### config.mk
export PLATFORM = sky130hd
export DESIGN_NAME = board_status_regs
export DESIGN_NICKNAME = d
export VERILOG_FILES = /design/src/rtl/bsr_pkg.sv /design/src/rtl/bsr_decode.sv /design/src/rtl/bsr_compose.sv /design/src/rtl/board_status_regs.sv
export SDC_FILE = /design/constraint.sdc
export NUM_CORES = 1
export LEC_CHECK = 0
export ABC_AREA = 0
export BUFFER_PORTS_ARGS = -buffer_cell sky130_fd_sc_hd__buf_2
export CAP_MARGIN = 10
export CORE_MARGIN = 10
export CORE_UTILIZATION = 37
export CTS_CLUSTER_DIAMETER = 80
export DETAILED_ROUTE_END_ITERATION = 12
export HOLD_SLACK_MARGIN = 0.06
export PLACE_DENSITY = 0.75
export SYNTH_ARGS = -nofsm -noshare
export SYNTH_HDL_FRONTEND = slang
export SYNTH_HIERARCHICAL = 1
export SYNTH_SLANG_ARGS = --single-unit
### constraint.sdc
create_clock -name clk -period 1.3 [get_ports clk]
set_input_delay 0.065 -clock clk [delete_from_list [all_inputs] [get_ports clk]]
set_output_delay 0.065 -clock clk [all_outputs]
set_load 0.02 [all_outputs]
### src/rtl/bsr_pkg.sv
package bsr_pkg;

    localparam int DATA_W   = 32;
    localparam int OFF_W    = 16;
    localparam int SIZE_W   = 2;
    localparam int SRST_BIT = 4;

    localparam logic [SIZE_W-1:0] SZ_WORD = 2'd2;

    localparam logic [OFF_W-1:0] OFF_ID0   = 16'h0000;
    localparam logic [OFF_W-1:0] OFF_ID1   = 16'h0004;
    localparam logic [OFF_W-1:0] OFF_ID2   = 16'h0008;
    localparam logic [OFF_W-1:0] OFF_SRST  = 16'h0010;
    localparam logic [OFF_W-1:0] OFF_MSTAT = 16'h0014;
    localparam logic [OFF_W-1:0] OFF_LSTAT = 16'h0018;
    localparam logic [OFF_W-1:0] OFF_CKGEN = 16'h0030;
    localparam logic [OFF_W-1:0] OFF_BUILD = 16'h0034;
    localparam logic [OFF_W-1:0] OFF_MCFG  = 16'h0038;

    typedef enum logic [2:0] {
        RID_NONE,
        RID_IDENT,
        RID_SRST,
        RID_MSTAT,
        RID_LSTAT,
        RID_CKGEN,
        RID_BUILD,
        RID_MCFG
    } reg_id_e;

    typedef struct packed {
        logic [DATA_W-1:0] rdata;
        logic              rst_req;
    } bsr_state_t;

endpackage

### src/rtl/bsr_decode.sv
module bsr_decode
    import bsr_pkg::*;
(
    input  logic [OFF_W-1:0] offset,
    output reg_id_e          rid
);
    always_comb begin
        unique case (offset)
            OFF_ID0, OFF_ID1, OFF_ID2: rid = RID_IDENT;
            OFF_SRST:                  rid = RID_SRST;
            OFF_MSTAT:                 rid = RID_MSTAT;
            OFF_LSTAT:                 rid = RID_LSTAT;
            OFF_CKGEN:                 rid = RID_CKGEN;
            OFF_BUILD:                 rid = RID_BUILD;
            OFF_MCFG:                  rid = RID_MCFG;
            default:                   rid = RID_NONE;
        endcase
    end
endmodule

### src/rtl/bsr_compose.sv
module bsr_compose
    import bsr_pkg::*;
#(
    parameter int MHZ_W = 8,
    parameter int GIB_W = 4
) (
    input  reg_id_e           rid,
    input  logic [MHZ_W-1:0]  ref_mhz,
    input  logic [GIB_W-1:0]  mem_gib,
    output logic [DATA_W-1:0] word
);
    localparam int MHZ_FLD = 8;
    localparam int GIB_FLD = 4;

    logic [MHZ_FLD-1:0] mhz_f;
    logic [GIB_FLD-1:0] gib_f;

    generate
        if (MHZ_W >= MHZ_FLD) begin : g_mhz_cut
            assign mhz_f = ref_mhz[MHZ_FLD-1:0];
            if (MHZ_W > MHZ_FLD) begin : g_mhz_spare
                logic unused_mhz;
                assign unused_mhz = ^ref_mhz[MHZ_W-1:MHZ_FLD];
            end
        end else begin : g_mhz_pad
            assign mhz_f = {{(MHZ_FLD-MHZ_W){1'b0}}, ref_mhz};
        end
        if (GIB_W >= GIB_FLD) begin : g_gib_cut
            assign gib_f = mem_gib[GIB_FLD-1:0];
            if (GIB_W > GIB_FLD) begin : g_gib_spare
                logic unused_gib;
                assign unused_gib = ^mem_gib[GIB_W-1:GIB_FLD];
            end
        end else begin : g_gib_pad
            assign gib_f = {{(GIB_FLD-GIB_W){1'b0}}, mem_gib};
        end
    endgenerate

    always_comb begin
        word = '0;
        unique case (rid)
            RID_MSTAT: word = 32'h0000_0005;
            RID_CKGEN: word = {8'd1, 8'd1, mhz_f, 8'd1};
            RID_BUILD: word = 32'h0000_000E;
            RID_MCFG:  word = {16'h0000, 12'hFFF, gib_f};
            default:   word = '0;
        endcase
    end
endmodule

### src/rtl/board_status_regs.sv
module board_status_regs
    import bsr_pkg::*;
#(
    parameter int ADDR_W = 32,
    parameter int MHZ_W  = 8,
    parameter int GIB_W  = 4
) (
    input  logic              clk,
    input  logic              rst_n,
    input  logic              psel,
    input  logic              pwrite,
    input  logic [1:0]        psize,
    input  logic [ADDR_W-1:0] paddr,
    input  logic [31:0]       pwdata,
    input  logic [MHZ_W-1:0]  ref_mhz,
    input  logic [GIB_W-1:0]  mem_gib,
    output logic [31:0]       prdata,
    output logic              rst_req_o
);
    reg_id_e           rid;
    logic [DATA_W-1:0] word;
    logic              acc_ok;
    bsr_state_t        st_d, st_q;
    logic              unused_bits;

    assign unused_bits = ^{paddr[ADDR_W-1:OFF_W], pwdata[DATA_W-1:SRST_BIT+1],
                           pwdata[SRST_BIT-1:0]};

    bsr_decode u_decode (
        .offset (paddr[OFF_W-1:0]),
        .rid    (rid)
    );

    bsr_compose #(.MHZ_W(MHZ_W), .GIB_W(GIB_W)) u_compose (
        .rid     (rid),
        .ref_mhz (ref_mhz),
        .mem_gib (mem_gib),
        .word    (word)
    );

    assign acc_ok = psel && (psize == SZ_WORD);

    always_comb begin
        st_d         = st_q;
        st_d.rdata   = '0;
        st_d.rst_req = 1'b0;
        if (acc_ok && !pwrite) begin
            st_d.rdata = word;
        end
        if (acc_ok && pwrite && (rid == RID_SRST) && pwdata[SRST_BIT]) begin
            st_d.rst_req = 1'b1;
        end
    end

    always_ff @(posedge clk) begin
        if (!rst_n) begin
            st_q <= '0;
        end else begin
            st_q <= st_d;
        end
    end

    assign prdata    = st_q.rdata;
    assign rst_req_o = st_q.rst_req;
endmodule

==> metrics.md <==
| Metric | Value |
|---|---|
| Outcome | `finished, final reports clean` |
| Worst setup margin | `0.0549 ns` |
| Overflow after GRT | `0` |
| Final hold violations | `0` |
| Number of global-route vias before repair | `1234` |
| I/O pins | `115` |
| Number of levels in the clock H-tree | `2` |
| IR drop worst, VDD | `0.831 mV` |
| Ordered cell list for the critical path | `buf_6, nor4_4, nand4b_1, a211oi_2, buf_4, nand2_4, buf_12, nor2_1, nor3b_2` |
| Worst stage delay on the critical path | `0.27 ns` |
| Antenna-violating nets left | `0` |
| Core Area | `4030 sq um` |
| Die extent in y | `84.7 microns` |
| RD Place Congestion | `0.713` |
| Worst min-delay path class | `input port to register` |
| Die X-Extent | `84.7 microns` |
| Final Critical Period | `1.25 ns` |
| Initial cell density of the core | `0.385` |
| Achievable Freq | `0.803 GHz` |
| Final HPWL DP | `2720 microns` |
| Max Cap Viol | `0` |
| Nets@finish | `295` |
| Register area | `661 sq um` |
| Post-place instance area | `1920 sq um` |
| Port Buffers | `67` |
| Final wirelength | `3440 microns` |
| Ratio of total power to cell area | `1030 nW/um^2` |
| Total number of yosys warnings | `6` |
| Capturing element type of the critical path | `register` |
| First-pass iteration count of the detailed router | `3` |
| Number of standard cells after synthesis | `139` |
| Data arrival time at the worst-slack endpoint | `1.46 ns` |
| Buffer levels on the longest clock path | `2` |
| Aggregate negative setup slack | `0 ns` |
| Inserted Clock Buffers | `5` |
| Root buffer selected by CTS | `sky130_fd_sc_hd__clkbuf_8` |
| Worst path bufs/invs | `3` |
| Most frequent standard cell in the layout excluding fill and tap cells | `sky130_fd_sc_hd__buf_2` |
| Unrepaired setup endpoints after global routing | `yes` |
| Category of the critical setup timing path | `input port to register` |
| Full die area | `7180 sq um` |
| TritonCTS sink count | `33` |
| Area of the multi-input gates | `788 sq um` |
| Dominant combinational cell family by area after synthesis | `simple AND/OR/NAND/NOR gates` |
| Complex-gate fraction of the synthesized area | `0.0428` |
| Overall global routing resource usage | `0.100` |
| Slowest CP cell | `sky130_fd_sc_hd__nor4_4` |
| Sequential fraction of the synthesis area | `0.426` |
| Global-route wire length before repair | `5870 microns` |
| Leak | `0.942 nW` |
| Post-synthesis average cell area | `11.2 sq um` |
| Post-route cell area | `2120 sq um` |
| Post-synthesis adder-cell area fraction | `0` |
| Worst slack on hold paths | `0.124 ns` |
| Count of routing violations after the opening detailed-route iteration | `7` |
| Initial antenna violation count | `0` |
| TritonCTS clock tree | `built` |
| Biggest fanout along the worst timing path | `8` |
| Minimum setup slack after placement | `-0.258 ns` |
| Area growth from synthesis to final layout | `37.0%` |
| Kind of start point of the critical path | `input port` |
| Combined area of all synthesized cells | `1550 sq um` |
| Number of synthesized register bits | `33` |
| Fraction of the mapped netlist area in simple logic gates | `0.391` |
| Ratio of routed vias to standard cells | `4.27` |
| Family with the most delay on the worst path | `simple AND/OR/NAND/NOR gates` |
| Share of synthesized area spent on multiplexers | `0` |
| Clock-pin slew of the registers on the worst-case setup and hold paths | `0.07 ns` |
| Commonest non-fill, non-tap cells in the layout | `63 x sky130_fd_sc_hd__buf_2, 33 x sky130_fd_sc_hd__dfxtp_1, 30 x sky130_fd_sc_hd__nor3b_2` |
| Total DRC errors in the routed layout | `0` |
| Netlist cell types | `27` |
| Final count of negative-setup-slack endpoints | `0` |
| Overall via count from detail_route | `1127` |
| Pin count of the biggest net entering global routing | `17` |
| Fraction of layout cells with a size suffix above 1 | `0.617` |
| Rows | `23` |
| Required time reported for the critical path endpoint | `1.51 ns` |
| Xor/xnor cell area share of the yosys netlist | `0.00565` |
| Layout fillers | `371` |
| # diodes | `0` |
| Final Cycle Share | `0.958` |
| Average wire per standard cell | `13.0 microns` |
| Final Max Slew Viols | `0` |
-- cell usage after synthesis, drive strengths merged --
cell type / n / area [sq um]
nor4: 4 / 55.1
nor4b: 1 / 8.76
dfxtp: 33 / 661
a21oi: 3 / 15.0
nand3: 1 / 5.00
nor2: 19 / 71.3
buf: 26 / 196
xnor2: 1 / 8.76
nor3b: 32 / 390
inv: 2 / 7.51
nor2b: 1 / 6.26
o21ba: 2 / 20.0
nand4b: 2 / 32.5
nand2: 4 / 17.5
a211o: 1 / 8.76
and3: 1 / 7.51
conb: 1 / 3.75
a211oi: 1 / 12.5
nand2b: 2 / 12.5
o21ai: 2 / 10.0
-- kinds of logic after synthesis --
logic type	count (synthesis)
simple gates	67
flops	33
buf+inv	28
compound gates	9
xor+xnor	1
other cells	1
-- through the flow --
step                instances   util  power, mW
finish                    264  0.527       2.18
floorplan                 152      -       1.15
detailed placement        254  0.476       1.21
global placement          254  0.476       1.20
CTS                       263  0.507       2.21
global route              264  0.527       2.28
-- final cells by class --
| class | count | share of cell area |
|---|---|---|
| well taps | 50 | 0.0294 |
| clock buffers | 7 | 0.0406 |
| repair buffers | 80 | 0.230 |
| clock inverters | 1 | 0.0141 |
| flip-flops and latches | 33 | 0.311 |
| multi-input cells | 91 | 0.371 |
| inverters | 2 | 0.00353 |
-- registers in the layout, summed over array words and instances (netlist names) --
signal and count:
rst_req_o 1, prdata 32
-- where the power goes --
group,internal [mW],switching [mW]
registers,1.02,0.000913
clock network,0.625,0.355
logic,0.0899,0.0939
total,1.73,0.450
-- path summary, 6_finish.rpt --
kind | from | endpoint | slack [ns] | cells past startpoint
min | ref_mhz[5] | prdata[13]$_SDFF_PN0_ | 0.12 | 4
max | paddr[10] | prdata[15]$_SDFF_PN0_ | 0.05 | 9
-- tightest hold or removal path: cells and delay by family --
kind          cells  cell delay (ns)
simple gates      3             0.21
buf+inv           1             0.07
-- routing by layer --
metal / vias up / share of wire / wire, microns / global-route usage
li1: 580 / - / - / -
met1: 499 / 0.38 / 1310 / 0.101
met3: 5 / 0.11 / 375 / 0.0599
met4: 0 / 0.011 / 39 / 0.0359
met2: 43 / 0.50 / 1720 / 0.167
met5: - / 0 / 0 / 0
-- repair_timing --
action / in CTS / in global routing
endpoints found under the setup margin: 0 / 13
setup buffers: 0 / 1
hold buffers: 1 / 0
resized for setup: 0 / 19
endpoints found under the hold margin: 1 / 0
No activity file was read; power rests on OpenSTA's default activity.
